--- config.mk ---
export PLATFORM = sky130hd
export DESIGN_NAME = capcmp_timer
export DESIGN_NICKNAME = d
export VERILOG_FILES = /design/src/rtl/ccs_pkg.sv /design/src/rtl/ccs_counter.sv /design/src/rtl/ccs_gr_slot.sv /design/src/rtl/ccs_status_flags.sv /design/src/rtl/capcmp_timer.sv
export SDC_FILE = /design/constraint.sdc
export NUM_CORES = 1
export LEC_CHECK = 0
export BUFFER_PORTS_ARGS = -buffer_cell sky130_fd_sc_hd__buf_4
export CAP_MARGIN = 20
export CORE_MARGIN = 1
export CORE_UTILIZATION = 40
export CTS_CLUSTER_SIZE = 10
export DETAILED_ROUTE_END_ITERATION = 16
export PLACE_DENSITY = 0.67
export SLEW_MARGIN = 10
export SYNTH_ARGS = -nofsm -noshare
export SYNTH_HDL_FRONTEND = slang
export SYNTH_SLANG_ARGS = --single-unit
--- constraint.sdc ---
create_clock -name clk -period 1.9 [get_ports clk]
set_input_delay 0.095 -clock clk [delete_from_list [all_inputs] [get_ports clk]]
set_output_delay 0.095 -clock clk [all_outputs]
set_load 0.03 [all_outputs]
--- src/rtl/ccs_pkg.sv ---
package ccs_pkg;
   localparam int ADDR_W   = 3;
   localparam int STAT_W   = 8;
   localparam int WRAP_POS = 7;
   localparam int EVT_BASE = 3;
   localparam int MAX_GR   = 4;

   localparam logic [ADDR_W-1:0] ADR_COUNT = 3'd0;
   localparam logic [ADDR_W-1:0] ADR_MODE  = 3'd1;
   localparam logic [ADDR_W-1:0] ADR_STAT  = 3'd2;
   localparam logic [ADDR_W-1:0] ADR_GR0   = 3'd4;

   typedef enum logic {
      GR_CAPTURE = 1'b0,
      GR_COMPARE = 1'b1
   } gr_mode_e;
endpackage

--- src/rtl/ccs_counter.sv ---
module ccs_counter #(
   parameter int CNT_W = 16
) (
   input  logic             clk,
   input  logic             rst_n,
   input  logic             en,
   input  logic             ld,
   input  logic [CNT_W-1:0] ld_val,
   output logic [CNT_W-1:0] cnt_q,
   output logic             stepped_q,
   output logic             wrap_evt
);
   localparam logic [CNT_W-1:0] TOP = '1;

   if (CNT_W < 2) begin : g_bad_width
      $error("ccs_counter: CNT_W must be at least 2");
   end

   logic step;
   assign step     = en & ~ld;
   assign wrap_evt = step & (cnt_q == TOP);

   always_ff @(posedge clk) begin
      if (!rst_n) begin
         cnt_q     <= '0;
         stepped_q <= 1'b0;
      end else begin
         stepped_q <= step;
         if (ld)
            cnt_q <= ld_val;
         else if (en)
            cnt_q <= cnt_q + 1'b1;
      end
   end

   // counting step and load priority
   p_count_step_r1: assert property (@(posedge clk) disable iff (!rst_n)
      (en && !ld) |=> (cnt_q == $past(cnt_q) + 1'b1));
   p_load_wins_r1: assert property (@(posedge clk) disable iff (!rst_n)
      ld |=> (cnt_q == $past(ld_val)));
   // a wrap event leaves the counter at zero
   p_wrap_zero_r3: assert property (@(posedge clk) disable iff (!rst_n)
      wrap_evt |=> (cnt_q == '0));
endmodule

--- src/rtl/ccs_gr_slot.sv ---
module ccs_gr_slot #(
   parameter int CNT_W = 16
) (
   input  logic             clk,
   input  logic             rst_n,
   input  logic             is_cmp,
   input  logic             cap_pulse,
   input  logic             wr_en,
   input  logic [CNT_W-1:0] wr_val,
   input  logic [CNT_W-1:0] cnt,
   input  logic             stepped,
   output logic [CNT_W-1:0] gr_q,
   output logic             evt
);
   logic cap_take;
   logic cmp_hit;

   assign cap_take = ~is_cmp & cap_pulse;
   assign cmp_hit  = is_cmp & stepped & (cnt == gr_q);
   assign evt      = cap_take | cmp_hit;

   always_ff @(posedge clk) begin
      if (!rst_n)
         gr_q <= '0;
      else if (cap_take)
         gr_q <= cnt;
      else if (wr_en)
         gr_q <= wr_val;
   end

   // a capture copies the counter value seen at that edge
   p_capture_copy_r2: assert property (@(posedge clk) disable iff (!rst_n)
      (!is_cmp && cap_pulse) |=> (gr_q == $past(cnt)));
   // in compare mode, no event without a counting step
   p_cmp_needs_step_r4: assert property (@(posedge clk) disable iff (!rst_n)
      (is_cmp && !stepped) |-> !evt);
endmodule

--- src/rtl/ccs_status_flags.sv ---
module ccs_status_flags #(
   parameter int NFLAG = 5
) (
   input  logic             clk,
   input  logic             rst_n,
   input  logic [NFLAG-1:0] set_vec,
   input  logic             rd_stb,
   input  logic             wr_stb,
   input  logic [NFLAG-1:0] wr_bits,
   output logic [NFLAG-1:0] flag_q
);
   if (NFLAG < 1) begin : g_bad_count
      $error("ccs_status_flags: NFLAG must be at least 1");
   end

   logic [NFLAG-1:0] armed_q;

   for (genvar i = 0; i < NFLAG; i++) begin : g_flag
      logic zero_wr;
      logic clr;
      assign zero_wr = wr_stb & ~wr_bits[i];
      assign clr     = zero_wr & armed_q[i];

      always_ff @(posedge clk) begin
         if (!rst_n) begin
            flag_q[i]  <= 1'b0;
            armed_q[i] <= 1'b0;
         end else begin
            flag_q[i] <= set_vec[i] | (flag_q[i] & ~clr);
            if (zero_wr)
               armed_q[i] <= 1'b0;
            else if (rd_stb && flag_q[i])
               armed_q[i] <= 1'b1;
         end
      end

      // a flag only rises from a hardware set event
      p_rise_needs_set_r5: assert property (@(posedge clk) disable iff (!rst_n)
         $rose(flag_q[i]) |-> $past(set_vec[i]));
      // a flag only falls after an armed write of zero
      p_fall_needs_arm_r6: assert property (@(posedge clk) disable iff (!rst_n)
         $fell(flag_q[i]) |-> $past(armed_q[i] && wr_stb && !wr_bits[i]));
      // a set event always leaves the flag at one
      p_set_wins_r7: assert property (@(posedge clk) disable iff (!rst_n)
         set_vec[i] |=> flag_q[i]);
      // a zero write consumes the armed state
      p_arm_used_r10: assert property (@(posedge clk) disable iff (!rst_n)
         (wr_stb && !wr_bits[i]) |=> !armed_q[i]);
   end
endmodule

--- src/rtl/capcmp_timer.sv ---
module capcmp_timer
   import ccs_pkg::*;
#(
   parameter int CNT_W  = 16,
   parameter int NUM_GR = 4
) (
   input  logic                  clk,
   input  logic                  rst_n,
   input  logic                  cnt_en,
   input  logic [NUM_GR-1:0]     cap_pulse,
   input  logic                  bus_sel,
   input  logic                  bus_wr,
   input  logic                  bus_rd,
   input  logic [ADDR_W-1:0]     bus_addr,
   input  logic [CNT_W-1:0]      bus_wdata,
   output logic [CNT_W-1:0]      bus_rdata,
   output logic [CNT_W-1:0]      count_o,
   output logic [STAT_W-1:0]     status_o
);
   localparam int NFLAG    = NUM_GR + 1;
   localparam int WRAP_IDX = NUM_GR;

   if (NUM_GR < 1 || NUM_GR > MAX_GR) begin : g_bad_gr
      $error("capcmp_timer: NUM_GR must be in 1..4");
   end
   if (CNT_W < STAT_W) begin : g_bad_data
      $error("capcmp_timer: CNT_W must hold the status byte");
   end

   logic wr_stb, rd_stb;
   logic wr_count, wr_mode, wr_stat, rd_stat;
   assign wr_stb   = bus_sel & bus_wr;
   assign rd_stb   = bus_sel & bus_rd & ~bus_wr;
   assign wr_count = wr_stb & (bus_addr == ADR_COUNT);
   assign wr_mode  = wr_stb & (bus_addr == ADR_MODE);
   assign wr_stat  = wr_stb & (bus_addr == ADR_STAT);
   assign rd_stat  = rd_stb & (bus_addr == ADR_STAT);

   logic [CNT_W-1:0] cnt;
   logic             stepped;
   logic             wrap_evt;

   ccs_counter #(.CNT_W(CNT_W)) u_counter (
      .clk       (clk),
      .rst_n     (rst_n),
      .en        (cnt_en),
      .ld        (wr_count),
      .ld_val    (bus_wdata),
      .cnt_q     (cnt),
      .stepped_q (stepped),
      .wrap_evt  (wrap_evt)
   );

   logic [NUM_GR-1:0] mode_q;
   always_ff @(posedge clk) begin
      if (!rst_n)
         mode_q <= '0;
      else if (wr_mode)
         mode_q <= bus_wdata[NUM_GR-1:0];
   end

   logic [CNT_W-1:0] gr_q [NUM_GR];
   logic [NFLAG-1:0] set_vec;
   logic [NFLAG-1:0] wr_bits;
   logic [NFLAG-1:0] flag_q;

   for (genvar i = 0; i < NUM_GR; i++) begin : g_gr
      logic wr_this;
      assign wr_this = wr_stb & (bus_addr == ADR_GR0 + ADDR_W'(i));
      ccs_gr_slot #(.CNT_W(CNT_W)) u_slot (
         .clk       (clk),
         .rst_n     (rst_n),
         .is_cmp    (mode_q[i] == GR_COMPARE),
         .cap_pulse (cap_pulse[i]),
         .wr_en     (wr_this),
         .wr_val    (bus_wdata),
         .cnt       (cnt),
         .stepped   (stepped),
         .gr_q      (gr_q[i]),
         .evt       (set_vec[i])
      );
      assign wr_bits[i] = bus_wdata[EVT_BASE+i];
   end
   assign set_vec[WRAP_IDX] = wrap_evt;
   assign wr_bits[WRAP_IDX] = bus_wdata[WRAP_POS];

   ccs_status_flags #(.NFLAG(NFLAG)) u_flags (
      .clk     (clk),
      .rst_n   (rst_n),
      .set_vec (set_vec),
      .rd_stb  (rd_stat),
      .wr_stb  (wr_stat),
      .wr_bits (wr_bits),
      .flag_q  (flag_q)
   );

   always_comb begin
      status_o           = '0;
      status_o[WRAP_POS] = flag_q[WRAP_IDX];
      for (int i = 0; i < NUM_GR; i++)
         status_o[EVT_BASE+i] = flag_q[i];
   end

   always_comb begin
      bus_rdata = '0;
      case (bus_addr)
         ADR_COUNT: bus_rdata = cnt;
         ADR_MODE:  bus_rdata[NUM_GR-1:0] = mode_q;
         ADR_STAT:  bus_rdata[STAT_W-1:0] = status_o;
         default: begin
            for (int i = 0; i < NUM_GR; i++)
               if (bus_addr == ADR_GR0 + ADDR_W'(i))
                  bus_rdata = gr_q[i];
         end
      endcase
   end

   assign count_o = cnt;

   // the low status bits never carry a flag
   p_low_bits_zero_r9: assert property (@(posedge clk) disable iff (!rst_n)
      status_o[EVT_BASE-1:0] == '0);
   // the wrap flag rises only after the counter reached zero by counting
   p_wrap_flag_r3: assert property (@(posedge clk) disable iff (!rst_n)
      $rose(status_o[WRAP_POS]) |-> (count_o == '0 && $past(cnt_en)));
endmodule

==> results <==
- Across the run, the number of max-cap violations was 0.
- Once placement finished, the instance area stood at 6600 um2.
- For this design the total switching power over the nets is 1.57 mW.
- The biggest cell delay along the critical path is 0.48 ns.
- The number of buffers between clock root and the deepest sink is 2.
- Routability-driven placement finished with a final weighted congestion of 0.947.
- The H-tree generated during clock tree synthesis spans 3 levels.
- Of the total power, the share spent switching nets is 30.9%.
- The worst flop-to-flop path startpoint is u_counter.cnt_q[14].
- The required time reported for the critical path endpoint is 1.80 ns.
- The highest-delay cell along the critical path is sky130_fd_sc_hd__dfxtp_1.
- The repair_antennas step left the layout with diodes totalling 0.
- The signal on the critical path passes through buf_4 -> mux2i_1 -> o21ai_0 -> buf_4.
- The via count of the first global-routing pass is 5115.
- The layout overhead on the synthesized area is 19.4%.
- The fraction of power consumed by combinational cells is 22.1%.
- The setup slack of the most critical reg-to-reg path is 0.23 ns.
- The number of port buffers is 65.
- In this run the number of cells on the critical path is 4.
- The count of buffering cells on the critical path with inverters included is 2.
- The clock network latency to the later pin of the worst-skew pair is 0.35 ns.
- The library cell used most frequently in the layout, excluding fill and tap cells, is sky130_fd_sc_hd__buf_4.
- The clock drives 95 sinks.
- The via total after detailed routing is 5261.
- The clock slew at the register clock pins of the worst setup and hold paths is 0.07 ns.
- The initial core utilization is 41.3%.
- The synthesis-stage register bit count is 95.
- The start-to-end type of the worst setup path is reg2out.
- The full die area is 14900 um2.
- In the routed layout, each cell is associated on average with a via count of 6.04.
- In this run the cell area of the synthesized design comes to 5750 um2.
- Yosys printed 0 warnings.
- The sequential share of power is 44.3%.
- The final routed DRC violation total is 0.
- The worst register-to-register path has a depth of 4.
- After floorplanning, the core was divided into 43 placement rows.
- The mean cell area of the mapped netlist is 9.10 um2.
- Along the worst path, the maximum fanout reaches 9.
- The net count of the finished layout is 717.
- The tightest min-delay check is of the in2reg type.
- The worst path needs 1.76 ns of the cycle, external delays included.
- The achievable frequency is 568 MHz.
- The kind of end point of the critical path is an output pin.
- Dividing the detail-routed wire length by the instance count gives 21.5 um.
- The number of search-and-repair iterations in the first detailed-routing pass is 5.
- Across the whole layout, storage elements account for 1900 um2.
- The all-layer global routing usage is 26.0%.
- The total routed wirelength is 18700 um.
- The sequential element share of the synthesized area is 33.1%.
- The multi-input combinational cells in the finished layout cover a total of 3590 um2.
- The count of antenna-violating nets left after detailed routing is 0.
- The post-detailed-placement half-perimeter wirelength is 13600 um.
- In the layout the commonest cells are 101 x sky130_fd_sc_hd__buf_4, 95 x sky130_fd_sc_hd__dfxtp_1, 77 x sky130_fd_sc_hd__nor2_1, 68 x sky130_fd_sc_hd__a211oi_1, 66 x sky130_fd_sc_hd__mux2i_1.
- The worst hold path depth is 3.
- The worst max-slew margin expressed relative to the limit is 64.4%.
- The design draws 5.07 mW.
- Measured along the x axis, the die boundary spans 122 um.
- The first global-routing pass estimated 29000 um of wire.
- The origin of the worst min-delay path is bus_wdata[2].
- At the pin with the least slew margin, the transition time is 0.534 ns.
- The internal power is 3.50 mW.
- For this design the static power due to leakage is 3.06 nW.
- The finished cells cover 6870 um2.
- The number of instances in the synthesized netlist is 632.
- The most numerous cell type found on the critical path is sky130_fd_sc_hd__buf_4.
- The fill cell total of the finished layout is 1272.
- The worst setup slack after placement is 0.273 ns.
- The final number of hold-violating endpoints came to 0.
- After clock tree synthesis, the setup repair step added 0 buffers.
- The placeable core region is 13900 um2.
- The worst IR drop on VDD is 0.330 mV.
- The signal arrival time at the worst endpoint is 1.67 ns.
- The floorplan step set the die height to 122 um.
- The number of endpoints failing setup at the final stage is 0.
- Setup repair after global routing left no endpoint under its margin.
- The number of clock buffers inserted by TritonCTS is 9.
- The post-route worst setup slack is 0.139 ns.
- The run finished with clean final reports.
- After clock tree synthesis, the flow added hold-fix buffers numbering 0.
- The endpoint of the most critical register-to-register path is u_counter.cnt_q[15].
- The unique cell type count in the Yosys netlist is 43.
- The number of DRC violations after detailed-routing iteration 0 is 472.
- The element type at the critical path start is a flop.
- TritonCTS built the clock tree.
- The cell chosen for the clock root is sky130_fd_sc_hd__clkbuf_16.
- The worst hold path terminates at mode_q[2].
- The number of gates resized after CTS was 0.
- The total negative setup slack is 0 ns.
- Dividing total power by cell area gives a power density of 738 nW/um2.
- The family of cells with the greatest summed delay on the critical path is flip-flops.
- The number of antenna violations at the first check in global routing came to 0.
- The max-slew violation total from the final report is 0.
- The part of the total power dissipated in the clock network is 33.7%.
- Final hold analysis gives a worst-case slack of 0.0709 ns.
- The count of pins on the block boundary is 69.
- The share of the clock period used by the worst path is 92.7%.
- In the final layout, the share of cells above drive strength 1 is 22.1%.
- The remaining global-route overflow is 0.
- The pin count of the biggest net entering global routing is 35.
- For the final database, setup skew stands at 0.00600 ns.
==> tightest hold or removal path, cell delays in order <==
cell,delay [ns]
sky130_fd_sc_hd__buf_4,0.13
sky130_fd_sc_hd__mux2i_1,0.08
sky130_fd_sc_hd__nor2_1,0.08
==> power by group through the flow <==
stage	registers, mW	clock network (mW)	logic [mW]
floorplan	2.28	0	0.692
global placement	2.28	0	1.09
detailed placement	2.28	0	1.10
CTS	2.24	1.71	1.11
global route	2.26	1.79	1.19
finish	2.24	1.71	1.12
==> kinds of logic after synthesis <==
family / Yosys count / synth area share [%]
AND/OR/NAND/NOR: 171 / 14.2
AO/OA/AOI/OAI: 133 / 17.0
flip-flops: 95 / 33.1
multiplexers: 86 / 18.5
XOR/XNOR: 77 / 11.7
buffers and inverters: 68 / 5.15
adder cells (fa/ha/maj): 1 / 0.217
other: 1 / 0.0652
==> through the flow <==
step,utilization (%),std cells
after floorplan,-,634
after global placement,47.4,856
after detailed placement,47.4,856
after CTS,49.3,871
after global routing,49.3,871
final,49.3,871
==> worst max-delay path by stage <==
stage | slack [ns] | start | end
3_3_place_gp | 0.31 | u_counter.cnt_q[14] | u_counter.cnt_q[15]
4_1_cts | 0.14 | u_counter.cnt_q[6] | bus_rdata[6]
3_5_place_dp | 0.27 | u_counter.cnt_q[14] | u_counter.cnt_q[15]
5_1_grt | 0.09 | u_counter.cnt_q[6] | bus_rdata[6]
6_report | 0.14 | u_counter.cnt_q[6] | bus_rdata[6]
2_1_floorplan | 0.05 | u_counter.cnt_q[7] | u_counter.cnt_q[15]
==> final cells by class <==
cell class                      count  area share [%]
Sequential cell                    95            27.7
Timing Repair Buffer              107            12.8
Multi-Input combinational cell    471            52.2
Clock inverter                      3           0.291
Clock buffer                       12            3.59
Inverter                            3           0.164
Tap cell                          180            3.28
==> layer usage <==
layer  global-route usage (%)  up-vias  share of wire [%]
met5                        0        -                  0
met4                     11.7        0                3.7
li1                         -     2424                  -
met1                     34.6     2529                 43
met2                     41.6      249                 46
met3                     3.75       59                7.2
==> flip-flops by register name, summed over array words and instances, names as in the netlist <==
name	flops
g_gr.u_slot.gr_q	64
u_counter.cnt_q	16
u_flags.armed_q	5
u_flags.flag_q	5
mode_q	4
u_counter.stepped_q	1
==> cell usage after synthesis (all sizes together) <==
master	count	area (um2)
o21ai	19	95.1
a22o	11	96.3
or3	3	18.8
nand4	10	68.8
clkbuf	32	120
o31ai	4	40.0
nor4	14	87.6
nand2b	6	37.5
ha	1	12.5
or2	1	6.26
nand2	22	82.6
xnor2	13	114
nor4b	1	15.0
a21o	1	7.51
o22ai	1	6.26
conb	1	3.75
buf	33	165
nand3	8	40.0
nor2	77	289
nor3	19	95.1
and2	1	6.26
o211a	8	80.1
o211ai	8	60.1
xor2	64	561
mux2i	66	661
or4	2	15.0
mux4	16	360
a31oi	2	12.5
a211oi	68	510
dfxtp	95	1900
a31o	4	35.0
a21oi	7	35.0
inv	3	11.3
nand3b	1	20.0
mux2	4	45.0
nor2b	4	25.0
and3	2	12.5
Power figures use the tool's default switching activity.
